**src/rtl/xcvr_pkg.sv**
```systemverilog
package xcvr_pkg;

    typedef enum logic {
        EDGE_ARMED = 1'b0,
        EDGE_SPENT = 1'b1
    } edge_state_t;

    typedef enum logic [1:0] {
        DRV_NONE = 2'd0,
        DRV_TO_A = 2'd1,
        DRV_TO_B = 2'd2
    } drive_mode_t;

endpackage

```
**src/rtl/xcvr_edge_fsm.sv**
```systemverilog
module xcvr_edge_fsm
    import xcvr_pkg::*;
(
    input  logic clk,
    input  logic rst_n,
    input  logic strobe,
    output logic fire
);

    edge_state_t state_q;
    edge_state_t state_d;

    // State register: reset lands in SPENT so a strobe high at release is not an edge
    always_ff @(posedge clk or negedge rst_n) begin
        if (!rst_n) begin
            state_q <= EDGE_SPENT;
        end else begin
            state_q <= state_d;
        end
    end

    // Next state
    always_comb begin
        state_d = state_q;
        unique case (state_q)
            EDGE_ARMED: if (strobe)  state_d = EDGE_SPENT;  // ARM_TO_FIRE
            EDGE_SPENT: if (!strobe) state_d = EDGE_ARMED;  // SPENT_TO_ARM
            default:                 state_d = EDGE_SPENT;
        endcase
    end

    // Output: load pulse on ARM_TO_FIRE
    always_comb begin
        fire = 1'b0;
        unique case (state_q)
            EDGE_ARMED: fire = strobe;
            EDGE_SPENT: fire = 1'b0;
            default:    fire = 1'b0;
        endcase
    end


    fire_after_low_chk: assert property (@(posedge clk) disable iff (!rst_n)
        fire |-> !$past(strobe));

endmodule

```
**src/rtl/xcvr_word_reg.sv**
```systemverilog
module xcvr_word_reg #(
    parameter int WIDTH = 8
) (
    input  logic             clk,
    input  logic             rst_n,
    input  logic             load,
    input  logic [WIDTH-1:0] d,
    output logic [WIDTH-1:0] q
);

    localparam logic [WIDTH-1:0] CLEAR_WORD = '0;

    always_ff @(posedge clk or negedge rst_n) begin
        if (!rst_n) begin
            q <= CLEAR_WORD;
        end else if (load) begin
            q <= d;
        end
    end

endmodule

```
**src/rtl/xcvr_drive_ctl.sv**
```systemverilog
module xcvr_drive_ctl
    import xcvr_pkg::*;
#(
    parameter int WIDTH = 8
) (
    input  logic             oe_n,
    input  logic             dir,
    output logic [WIDTH-1:0] a_oe,
    output logic [WIDTH-1:0] b_oe
);

    localparam logic [WIDTH-1:0] ALL_ON  = '1;
    localparam logic [WIDTH-1:0] ALL_OFF = '0;

    drive_mode_t mode;

    // Mode decision
    always_comb begin
        if (oe_n)     mode = DRV_NONE;
        else if (dir) mode = DRV_TO_B;
        else          mode = DRV_TO_A;
    end

    // Enables replicated from the single decision
    always_comb begin
        a_oe = ALL_OFF;
        b_oe = ALL_OFF;
        unique case (mode)
            DRV_NONE: ;
            DRV_TO_A: a_oe = ALL_ON;
            DRV_TO_B: b_oe = ALL_ON;
            default:  ;
        endcase
    end

endmodule

```
**src/rtl/bus_xcvr_reg.sv**
```systemverilog
module bus_xcvr_reg #(
    parameter int WIDTH = 8
) (
    input  logic             clk,
    input  logic             rst_n,
    input  logic             oe_n,
    input  logic             dir,
    input  logic             cap_ab,
    input  logic             cap_ba,
    input  logic             sel_ab,
    input  logic             sel_ba,
    input  logic [WIDTH-1:0] a_in,
    output logic [WIDTH-1:0] a_out,
    output logic [WIDTH-1:0] a_oe,
    input  logic [WIDTH-1:0] b_in,
    output logic [WIDTH-1:0] b_out,
    output logic [WIDTH-1:0] b_oe
);

    logic             ab_fire;
    logic             ba_fire;
    logic [WIDTH-1:0] ab_q;
    logic [WIDTH-1:0] ba_q;

    xcvr_edge_fsm u_ab_edge (.clk(clk), .rst_n(rst_n), .strobe(cap_ab), .fire(ab_fire));
    xcvr_edge_fsm u_ba_edge (.clk(clk), .rst_n(rst_n), .strobe(cap_ba), .fire(ba_fire));

    xcvr_word_reg #(.WIDTH(WIDTH)) u_ab_reg (
        .clk(clk), .rst_n(rst_n), .load(ab_fire), .d(a_in), .q(ab_q)
    );
    xcvr_word_reg #(.WIDTH(WIDTH)) u_ba_reg (
        .clk(clk), .rst_n(rst_n), .load(ba_fire), .d(b_in), .q(ba_q)
    );

    xcvr_drive_ctl #(.WIDTH(WIDTH)) u_drive (
        .oe_n(oe_n), .dir(dir), .a_oe(a_oe), .b_oe(b_oe)
    );

    // Identical non-inverting lanes: source mux gated by the lane enable
    for (genvar i = 0; i < WIDTH; i++) begin : g_lane
        assign b_out[i] = b_oe[i] & (sel_ab ? ab_q[i] : a_in[i]);
        assign a_out[i] = a_oe[i] & (sel_ba ? ba_q[i] : b_in[i]);
    end


    ab_capture_chk: assert property (@(posedge clk) disable iff (!rst_n)
        ab_fire |=> ab_q == $past(a_in));


    ba_capture_chk: assert property (@(posedge clk) disable iff (!rst_n)
        ba_fire |=> ba_q == $past(b_in));


    ab_hold_chk: assert property (@(posedge clk) disable iff (!rst_n)
        !cap_ab |=> $stable(ab_q));


    ba_hold_chk: assert property (@(posedge clk) disable iff (!rst_n)
        !cap_ba |=> $stable(ba_q));


    isolate_chk: assert property (@(posedge clk) disable iff (!rst_n)
        oe_n |-> (a_oe == '0 && b_oe == '0 && a_out == '0 && b_out == '0));


    one_port_chk: assert property (@(posedge clk) disable iff (!rst_n)
        !((|a_oe) && (|b_oe)));


    live_b_chk: assert property (@(posedge clk) disable iff (!rst_n)
        (!oe_n && dir && !sel_ab) |-> b_out == a_in);


    stored_a_chk: assert property (@(posedge clk) disable iff (!rst_n)
        (!oe_n && !dir && sel_ba) |-> a_out == ba_q);

endmodule

```
**config.mk**
```make
export PLATFORM = sky130hd
export DESIGN_NAME = bus_xcvr_reg
export DESIGN_NICKNAME = d
export VERILOG_FILES = /design/src/rtl/xcvr_pkg.sv /design/src/rtl/xcvr_edge_fsm.sv /design/src/rtl/xcvr_word_reg.sv /design/src/rtl/xcvr_drive_ctl.sv /design/src/rtl/bus_xcvr_reg.sv
export SDC_FILE = /design/constraint.sdc
export NUM_CORES = 1
export LEC_CHECK = 0
export BUFFER_PORTS_ARGS = -buffer_cell sky130_fd_sc_hd__clkbuf_2
export CAP_MARGIN = 15
export CORE_ASPECT_RATIO = 0.75
export CORE_UTILIZATION = 40
export CTS_CLUSTER_SIZE = 24
export DETAILED_ROUTE_END_ITERATION = 7
export PLACE_DENSITY = 0.71
export SYNTH_ARGS = -nofsm -noshare
export SYNTH_HDL_FRONTEND = slang
export SYNTH_HIERARCHICAL = 1
export SYNTH_SLANG_ARGS = --single-unit
```
**constraint.sdc**
```tcl
create_clock -name clk -period 2.1 [get_ports clk]
set_input_delay 0 -clock clk [delete_from_list [all_inputs] [get_ports clk]]
set_output_delay 0 -clock clk [all_outputs]
set_load 0.02 [all_outputs]
```
* Word level (Yosys, flattened, before mapping)
Cells that the tools add are included.
Word-level totals: input port bits 24, word-level logic and storage cells 48, register bits after elaboration 18, output and inout port bits 32
Cells by class: bitwise logic cells 18, multiplexer cells 24, eq/ne operators 2
Operators by type and width (number):
- $mux 1 | 18
- $and 1x1->1 | 16
- $mux 8 | 2
- $mux 2 | 2
- $pmux 1 s2 | 2
- $eq 2x1->1 const B | 1
- $eq 2x2->1 const B | 1
- $not 1->1 | 2

* Logic depth before layout (Yosys ltp)
Gate-level depths: netlist of run 1.
word-level depth 5, mapped depth 3, gate-level depth less buffers 2

* Cells and area by module
The synthesis of run 1 kept the hierarchy.
By module, submodules not included:
- xcvr_word_reg | times used 2, sequential area each 200.2 µm², cells an instance 17, area an instance 331.6 µm²
- bus_xcvr_reg | times used 1, sequential area each 0.0 µm², cells an instance 34, area an instance 282.8 µm²
- xcvr_drive_ctl | times used 1, sequential area each 0.0 µm², cells an instance 16, area an instance 122.6 µm²
- xcvr_edge_fsm | times used 2, sequential area each 26.3 µm², cells an instance 2, area an instance 40.0 µm²

* Worst setup path before layout of run 1
No wires, ideal clock.
path kind input to output, start input dir, end output a_out[1], stages 3, arrival time 1141 ps, path slack 959 ps, required time 2100 ps, buffers on the path 1, cells stage by stage nor2_1 buf_4 nor2b_1
Between the ends: word-level cells in the longest chain between the ends 5
RTL lines:
- start: declaration | RTL line bus_xcvr_reg.sv:7 | input logic dir,
- $mux 2 | RTL line xcvr_drive_ctl.sv:20 | else if (dir) mode = DRV_TO_B;
- $mux 2 | RTL line xcvr_drive_ctl.sv:19 | if (oe_n) mode = DRV_NONE;
- $eq 2x1->1 | RTL line xcvr_drive_ctl.sv:28 | unique case (mode)
- $mux 8 | RTL line xcvr_drive_ctl.sv:28
- net a_oe[1] | RTL line bus_xcvr_reg.sv:14 | output logic [WIDTH-1:0] a_oe,
- $and 1x1->1 | RTL line bus_xcvr_reg.sv:42 | assign a_out[i] = a_oe[i] & (sel_ba ? ba_q[i] : b_in[i]);
- end: declaration | RTL line bus_xcvr_reg.sv:13 | output logic [WIDTH-1:0] a_out,
The timed path passes the listed nets, and every way through them passes these cells.

* Worst setup path after layout of run 1
start input cap_ab, end register u_ab_reg.q[6]
Between the ends: word-level cells in the longest chain between the ends 1
RTL lines:
- start: declaration | RTL line bus_xcvr_reg.sv:8 | input logic cap_ab,
- $pmux 1 s2 | RTL line xcvr_edge_fsm.sv:35 | unique case (state_q)
- net ab_fire | RTL line bus_xcvr_reg.sv:20 | logic ab_fire;
- end signal: assignment | RTL line xcvr_word_reg.sv:15 | q <= CLEAR_WORD;
- end signal: assignment | RTL line xcvr_word_reg.sv:17 | q <= d;
- end: declaration | RTL line xcvr_word_reg.sv:8 | output logic [WIDTH-1:0] q
The timed path passes the listed nets, and every way through them passes these cells. A chain may end at the register's enable or synchronous reset.

==> run_results.csv, run 1 <==
group,metric,value,unit
cts,cts-root-buf,"clkbuf_8",
placement,gp_congestion,0.729,
detailed_routing,vias,800,
worst_setup_path,cp_cell_sequence,"dlygate4sd3_1 > clkbuf_2 > nor2b_4 > mux2_4",
sta,setup_ws,916,ps
worst_setup_path,cp.arrival,1320,ps
detailed_routing,drt-pass1-iter-count,2,
cts,clockBufferDepth,2,
logic_synthesis,yosysWarnings,6,
detailed_routing,ant_nets,0,
detailed_routing,viasPerCell,4.47,
sta,fin_tns_setup,0,ps
global_route,grt_pass1_vias,784,
cells_and_area,multi_input_area,546,sq um
logic_synthesis,synth_fp_nets,112,
logic_synthesis,netlist_area,1150,sq um
placement,pre_cts_ws,931,ps
cts,cts_sinks,18,
detailed_routing,drc,0,
cts,htree_levels,1,
sta,finalCritPeriodShare,56.4,%
pwr,p_leak,0.807,nW
pwr,p_int,0.711,mW
global_route,antenna_found_initial,0,
pwr,switching_share,27.3,%
cells_and_area,ff_latch_area,453,sq um
cells_and_area,n_fill_cell,233,
outcome,status,"complete, no violations",
global_route,grt_max_degree,19,
placement,placed_cells,161,
worst_setup_path,r2r-end,"u_ab_reg/q[6]",
floorplan,die_height,48.4,um
sta,finalClockSkew,0.927,ps
detailed_routing,wirelength,2280,um
worst_setup_path,ff2ff_setup_slack,960,ps
sta,relSlewSlack,43.8,%
pwr,combPwrFrac,28.1,%
pwr,vdd_drop_max,351,uV
worst_setup_path,worstPathRequired,2230,ps
cells_and_area,stdcell_count,179,
detailed_routing,first_iter_violations,8,
sta,tightest_slew,839,ps
global_route,grt_pass1_wl,3550,um
floorplan,die_area,3090,sq um
sta,finalSetupViolCount,0,
worst_setup_path,worstPathMaxFanout,8,
cells_and_area,final_common_cell,"clkbuf_2",
cts,tritoncts,"yes",
global_route,grt_util_all_layers,15.0,%
cts,path_clk_slew,70,ps
cts,numCtsBuffers,3,
cts,clkLatencyLatePin,250,ps
floorplan,ios,56,
cells_and_area,nets,168,
global_route,gr-total-overflow,0,
worst_setup_path,max_stage_delay,520,ps
cells_and_area,layout_common_cells,"55 x clkbuf_2, 16 x mux2i_1, 16 x nor2b_1, 16 x mux2_4, 16 x dfrtp_1",
logic_synthesis,synthDistinctLibCells,9,
detailed_routing,routedWlPerCell,12.7,um
pwr,p_switching,0.267,mW
worst_setup_path,start_kind,"primary input",
worst_setup_path,worstSetupStartpoint,"cap_ab",
worst_setup_path,cp-end-kind,"flip-flop",
worst_setup_path,critPathCapture,"u_ab_reg/q[6]",
cells_and_area,drive_gt1_share,55.9,%
pwr,seqPwrFrac,43.3,%
worst_hold_path,hold_class,"primary input to flip-flop",
worst_setup_path,reg2reg_from,"u_ab_edge/state_q",
pwr,p_per_area,646,nW/um^2
sta,drv_slew,0,
floorplan,fp.coreArea,2660,sq um
cts,cts_hold_buf,11,
sta,rsz0062_at_grt,"false",
sta,max_freq,845,MHz
job,max_cap_viol_count,0,
cts,post_cts_resized,0,
cells_and_area,synthToLayoutAreaGrowth,31.8,%
logic_synthesis,seq_area_frac_synth,39.4,%
pwr,clkPwrFrac,28.6,%
placement,post-dp-hpwl,1660,um
floorplan,start_util,43.1,%
sta,finalHoldViolCount,0,
floorplan,die_x,63.9,um
worst_setup_path,worstSetupPathType,"primary input to flip-flop",
logic_synthesis,ys_ff_latch,18,
worst_setup_path,worst-r2r-cell-count,2,
placement,io_buffers,55,
cts,post_cts_buffers,0,
sta,min_period,1180,ps
worst_setup_path,slowest_stage,"dlygate4sd3_1",
floorplan,rows,16,
logic_synthesis,synthCells,88,
logic_synthesis,avgSynthCellArea,13.1,sq um
cells_and_area,num_antenna_cells,0,
sequential cells by signal, indices dropped and copies added (netlist names):
name and cells:
u_ab_reg/q 8, u_ba_edge/state_q 1, u_ab_edge/state_q 1, u_ba_reg/q 8
synth_stat cells:
master	count	area, sq um
mux2_4	16	240
dfstp_2	2	52.6
nor2b_1	16	100
nor2_1	1	3.75
buf_4	14	105
nor2b_4	3	41.3
mux2i_1	16	160
dfrtp_1	16	400
buf_6	4	45.0
worst min path at each step:
stage	startpoint	end	slack [ps]	depth (start not counted)
after global routing	b_in[7]	u_ba_reg/q[7]	0.4	2
after detailed placement	rst_n	u_ab_reg/q[7]	-30	1
final	b_in[5]	u_ba_reg/q[5]	8	2
after global placement	rst_n	u_ab_reg/q[6]	-40	1
after floorplan	rst_n	u_ab_reg/q[0]	-300	0
after CTS	a_in[1]	u_ab_reg/q[1]	0.2	2
kinds of logic after synthesis:
kind of cell,Yosys count,synth area share (%)
mux,32,34.9
buf+inv,18,13.1
simple gates,20,12.6
flops,18,39.4
worst max-delay path: cells and delay by family:
kind / cells / cell delay (ps)
buffers and inverters: 2 / 630
multiplexers: 1 / 340
AND/OR/NAND/NOR: 1 / 340
final cells by class:
class / count / share of cell area [%]
Multi-Input combinational cell: 52 / 36.0
Sequential cell: 18 / 29.9
Timing Repair Buffer: 69 / 27.4
Clock buffer: 4 / 3.64
Tap cell: 36 / 2.98
power groups by stage:
stage | Clock, mW | Sequential, mW | Combinational [mW]
2_1_floorplan | 0 | 0.421 | 0.205
3_3_place_gp | 0 | 0.427 | 0.249
3_5_place_dp | 0 | 0.429 | 0.255
4_1_cts | 0.291 | 0.424 | 0.272
5_1_grt | 0.306 | 0.429 | 0.293
6_report | 0.279 | 0.424 | 0.275
stage by stage:
stage          utilization (%)  instance area (sq um)  hold WS, ps  power [mW]
3_3_place_gp              49.5                   1320        -37.9       0.676
5_1_grt                   56.9                   1510        0.450        1.03
6_report                  56.9                   1510         7.90       0.979
3_5_place_dp              49.5                   1320        -25.2       0.685
4_1_cts                   55.7                   1480        0.164       0.987
2_1_floorplan                -                   1150         -296       0.625
metal layers:
| layer | share of wire, % | track usage (%) | routed length [um] |
|---|---|---|---|
| met5 | 0 | 0 | 0 |
| met4 | 1.0 | 4.55 | 23 |
| met1 | 47 | 18.2 | 1070 |
| met3 | 3.6 | 4.01 | 82 |
| met2 | 48 | 26.1 | 1100 |
Note: power is estimated with default switching activity, not from simulation.
==> run 2, diff against run 1 <==
PLACE_DENSITY = 0.74   (was 0.71)
clock period = 1 ns   (was 2.1 ns; I/O delays follow)
==> run 2 against run 1 <==
Against the previous run:
- the flow now finishes with violations (negative hold slack, negative setup slack)
- critical path depth down 1
- non-clock buffer count up 7
- sequential power up 110%
- die area unchanged
- register-to-register slack worse by 1100 ps
- worst setup slack worse by 1000 ps
- wire length up 7.9%
- first-iteration DRC count up 75%
- hold slack worse by 170 ps
- via count up 5.0%
- critical endpoint is now u_ba_reg/q[3]
==> run_results.csv, run 2 (synthesized netlist as in run 1, its figures left out) <==
group,metric,value,unit
sta,hold_slack,-162,ps
floorplan,die_area,3090,sq um
outcome,status,"complete, but fails checks",
detailed_routing,drc,0,
sta,min_period,1130,ps
cells_and_area,num_antenna_cells,0,
cts,clkLatencyLatePin,250,ps
worst_setup_path,cp.arrival,1270,ps
cells_and_area,drive_gt1_share,60.0,%
pwr,p_leak,0.863,nW
pwr,p_total,2.15,mW
detailed_routing,ant_nets,0,
floorplan,rows,16,
pwr,p_per_area,1340,nW/um^2
cts,clockBufferDepth,2,
cells_and_area,stdcell_count,186,
worst_setup_path,worstSetupPathType,"flip-flop to flip-flop",
pwr,switching_share,27.5,%
floorplan,die_height,48.4,um
floorplan,start_util,43.1,%
worst_setup_path,r2r-end,"u_ba_reg/q[3]",
worst_setup_path,worst-r2r-cell-count,3,
pwr,seqPwrFrac,41.5,%
global_route,grt_pass1_vias,867,
global_route,antenna_found_initial,0,
detailed_routing,vias,840,
worst_setup_path,worstPathRequired,1140,ps
global_route,grt_max_degree,19,
detailed_routing,drt-pass1-iter-count,4,
sta,relSlewSlack,70.1,%
detailed_routing,viasPerCell,4.52,
cts,cts_sinks,18,
pwr,p_int,1.56,mW
detailed_routing,first_iter_violations,14,
pwr,combPwrFrac,30.7,%
cts,tritoncts,"yes",
sta,tightest_slew,448,ps
global_route,gr-total-overflow,0,
placement,placed_cells,162,
job,max_cap_viol_count,0,
cts,cts-root-buf,"clkbuf_8",
cts,numCtsBuffers,3,
sta,rsz0062_at_grt,"true",
pwr,vdd_drop_max,478,uV
floorplan,die_x,63.9,um
sta,finalCritPeriodShare,113,%
sta,fin_tns_setup,-2120,ps
pwr,p_switching,0.591,mW
sta,finalClockSkew,2.00,ps
cells_and_area,fin_area,1610,sq um
placement,placed_area,1330,sq um
placement,post-dp-hpwl,1700,um
sta,drv_slew,0,
cells_and_area,final_util,60.3,%
floorplan,ios,56,
worst_setup_path,critPathCapture,"u_ba_reg/q[3]",
cells_and_area,synthToLayoutAreaGrowth,39.8,%
placement,io_buffers,55,
pwr,clkPwrFrac,27.8,%
cells_and_area,final_common_cell,"clkbuf_2",
sta,max_freq,883,MHz
worst_hold_path,hold_class,"primary input to flip-flop",
outcome,violations,"negative hold slack, negative setup slack",
placement,gp_congestion,0.715,
global_route,grt_util_all_layers,16.8,%
worst_setup_path,reg2reg_from,"u_ba_edge/state_q",
sta,finalHoldViolCount,1,
worst_setup_path,start_kind,"flip-flop",
detailed_routing,routedWlPerCell,13.2,um
cts,htree_levels,1,
worst_setup_path,worstPathMaxFanout,8,
cells_and_area,nets,175,
sta,setup_ws,-132,ps
floorplan,fp.coreArea,2660,sq um
detailed_routing,wirelength,2460,um
worst_setup_path,ff2ff_setup_slack,-130,ps
worst_setup_path,cp-end-kind,"flip-flop",
placement,pre_cts_ws,-132,ps
cts,path_clk_slew,70,ps
sta,finalSetupViolCount,23,
cells_and_area,layout_common_cells,"39 x clkbuf_2, 16 x mux2i_1, 16 x nor2b_1, 16 x mux2_4, 16 x dfrtp_1",
global_route,grt_pass1_wl,4040,um
worst_setup_path,worstSetupStartpoint,"u_ba_edge/state_q",
cells_and_area,largest_registers,"u_ab_reg/q: 8 flops, u_ba_reg/q: 8 flops",
## run 2: power by group through the flow
stage	logic [mW]	registers, mW	clock network, mW
final	0.660	0.891	0.597
after global routing	0.707	0.904	0.642
after CTS	0.610	0.892	0.601
after detailed placement	0.545	0.900	0
after global placement	0.525	0.899	0
after floorplan	0.430	0.883	0
## run 2: timing repair
action / CTS / global route
endpoints found under the hold margin: 27 / 2
resized for setup: 2 / 18
setup endpoints to repair: 22 / 32
pin swaps: 0 / 0
hold buffers: 11 / 1
buffers inserted: 4 / 6
## run 2: cell type report
type / count / area, sq um
flip-flops and latches: 18 / 453
well taps: 36 / 45.0
repair buffers: 76 / 504
clock buffers: 4 / 55.1
multi-input cells: 52 / 548
fillers: 214 / 1060
## run 2: worst min-delay path by stage
stage	cells after the start	to	from
2_1_floorplan	0	u_ab_reg/q[0]	rst_n
3_3_place_gp	1	u_ab_reg/q[5]	rst_n
3_5_place_dp	1	u_ab_reg/q[7]	rst_n
4_1_cts	1	u_ba_edge/state_q	cap_ba
5_1_grt	1	u_ba_edge/state_q	cap_ba
6_report	1	u_ba_edge/state_q	cap_ba
## run 2: worst max-delay path: stages, from the launching register on
cell	delay, ps
dfstp_2	540
nor2b_4	40
buf_12	140
mux2_4	290
## run 2: metal layers
metal,up-vias,part of all wire [%],track usage (%)
li1,404,-,-
met1,406,43,20.8
met2,23,51,28.4
met3,7,3.9,3.07
met4,0,1.5,7.58
met5,-,0,0
==> run 3, diff against run 2 <==
PLACE_DENSITY = unset   (was 0.74)
PLACE_DENSITY_LB_ADDON = 0.05   (was unset)
==> run 3 against run 2 <==
Against the previous run:
- the run still ends with negative hold slack, negative setup slack left
- hold slack better by 1.6 ps
- clock-buffer cell count unchanged
- global-route usage shrank 0.42 points
- largest cell class is now buffers
- non-clock buffer count grew 6
- combinational power grew 1%
- fmax down 0.16%
- critical endpoint is now u_ba_reg/q[4]
==> run_results.csv, run 3 (synthesized netlist as in run 1, its figures left out) <==
group,metric,value,unit
cts,htree_levels,1,
pwr,p_per_area,1290,nW/um^2
cts,cts-root-buf,"clkbuf_8",
worst_hold_path,hold_class,"primary input to flip-flop",
detailed_routing,viasPerCell,4.39,
detailed_routing,first_iter_violations,15,
sta,finalCritPeriodShare,113,%
floorplan,ios,56,
floorplan,start_util,43.1,%
global_route,grt_util_all_layers,16.4,%
sta,tightest_slew,448,ps
job,max_cap_viol_count,0,
sta,finalSetupViolCount,17,
cells_and_area,n_fill_cell,225,
placement,gp_congestion,0.678,
detailed_routing,vias,842,
worst_setup_path,cp_cell_sequence,"nor2b_4 > buf_12 > mux2_4",
worst_setup_path,worstSetupPathType,"flip-flop to flip-flop",
floorplan,die_x,63.9,um
worst_setup_path,slowest_stage,"dfstp_2",
cells_and_area,num_antenna_cells,0,
global_route,grt_pass1_wl,3920,um
global_route,gr-total-overflow,0,
cells_and_area,drive_gt1_share,57.7,%
cells_and_area,nets,181,
cells_and_area,final_util,62.6,%
cells_and_area,stdcell_count,192,
worst_setup_path,cp.arrival,1270,ps
pwr,p_leak,0.886,nW
global_route,antenna_found_initial,0,
placement,placed_cells,162,
worst_setup_path,worstPathRequired,1140,ps
cts,path_clk_slew,70,ps
worst_setup_path,worstPathMaxFanout,8,
global_route,grt_max_degree,19,
placement,post-dp-hpwl,1510,um
sta,finalClockSkew,0.561,ps
floorplan,die_area,3090,sq um
sta,max_freq,882,MHz
sta,hold_slack,-161,ps
cells_and_area,largest_registers,"u_ab_reg/q: 8 flops, u_ba_reg/q: 8 flops",
sta,fin_tns_setup,-1950,ps
cts,clkLatencyLatePin,250,ps
cells_and_area,synthToLayoutAreaGrowth,45.2,%
sta,drv_slew,0,
worst_setup_path,start_kind,"flip-flop",
worst_setup_path,cp-end-kind,"flip-flop",
cells_and_area,multi_input_area,548,sq um
outcome,violations,"negative hold slack, negative setup slack",
cts,clockBufferDepth,2,
cells_and_area,layout_common_cells,"41 x clkbuf_2, 18 x dlygate4sd3_1",
floorplan,die_height,48.4,um
detailed_routing,drc,0,
sta,min_period,1130,ps
detailed_routing,drt-pass1-iter-count,3,
detailed_routing,wirelength,2210,um
pwr,p_total,2.14,mW
floorplan,rows,16,
cells_and_area,final_common_cell,"clkbuf_2",
sta,rsz0062_at_grt,"true",
sta,finalHoldViolCount,1,
cts,tritoncts,"yes",
worst_setup_path,max_stage_delay,550,ps
sta,relSlewSlack,70.1,%
cts,cts_hold_buf,18,
outcome,status,"complete, but fails checks",
detailed_routing,ant_nets,0,
global_route,grt_pass1_vias,854,
cells_and_area,ff_latch_area,453,sq um
cts,numCtsBuffers,3,
detailed_routing,routedWlPerCell,11.5,um
floorplan,fp.coreArea,2660,sq um
pwr,vdd_drop_max,943,uV
sta,setup_ws,-134,ps
placement,io_buffers,55,
cts,cts_sinks,18,
==> run 3: worst paths after layout <==
check | slack, ps | end | cells past startpoint | start
setup / recovery | -130 | u_ba_reg/q[4] | 3 | u_ba_edge/state_q
min in group asynchronous | 220 | u_ba_reg/q[4] | 2 | rst_n
setup reg to reg | -130 | u_ba_reg/q[4] | 3 | u_ba_edge/state_q
hold reg to reg | 510 | u_ba_reg/q[7] | 1 | u_ba_reg/q[7]
max in group asynchronous | 440 | u_ab_edge/state_q | 2 | rst_n
hold / removal | -160 | u_ba_edge/state_q | 1 | cap_ba
==> run 3: metrics by stage <==
stage          cell area (sq um)  hold slack [ps]  setup slack, ps
2_1_floorplan               1150             -296            -97.4
3_3_place_gp                1330            -26.2             -122
3_5_place_dp                1330            -24.6             -129
4_1_cts                     1620             -166             -140
5_1_grt                     1670             -167             -157
6_report                    1670             -161             -134
==> run 3: critical path, delay by kind of cell, from the launching register on <==
| kind | cells | cell delay [ps] |
|---|---|---|
| DFF | 1 | 550 |
| and+or+nand+nor | 1 | 40 |
| muxes | 1 | 290 |
| buffers and inverters | 1 | 140 |
==> run 3: where the power goes <==
part / switching [mW] / total (mW) / internal, mW
logic: 0.276 / 0.667 / 0.392
registers: 0.0541 / 0.885 / 0.831
clock network: 0.241 / 0.591 / 0.350
total: 0.571 / 2.14 / 1.57
==> run 3: repair_timing <==
item,CTS,global route
endpoints found under the hold margin,34,1
endpoints found under the setup margin,17,32
buffers inserted,3,7
resized for setup,1,18
gates cloned,0,0
==> run 3: area by class of cell <==
cell class,instances,share of cell area [%]
Timing Repair Buffer,82,34.0
Sequential cell,18,27.2
Tap cell,36,2.70
Multi-Input combinational cell,52,32.9
Clock buffer,4,3.30
==> run 3: layer usage <==
layer	wire [um]	vias up	global-route usage [%]
li1	-	416	-
met1	1040	397	22.3
met2	1050	29	26.1
met3	121	0	4.95
met4	0	0	2.27
met5	0	-	0
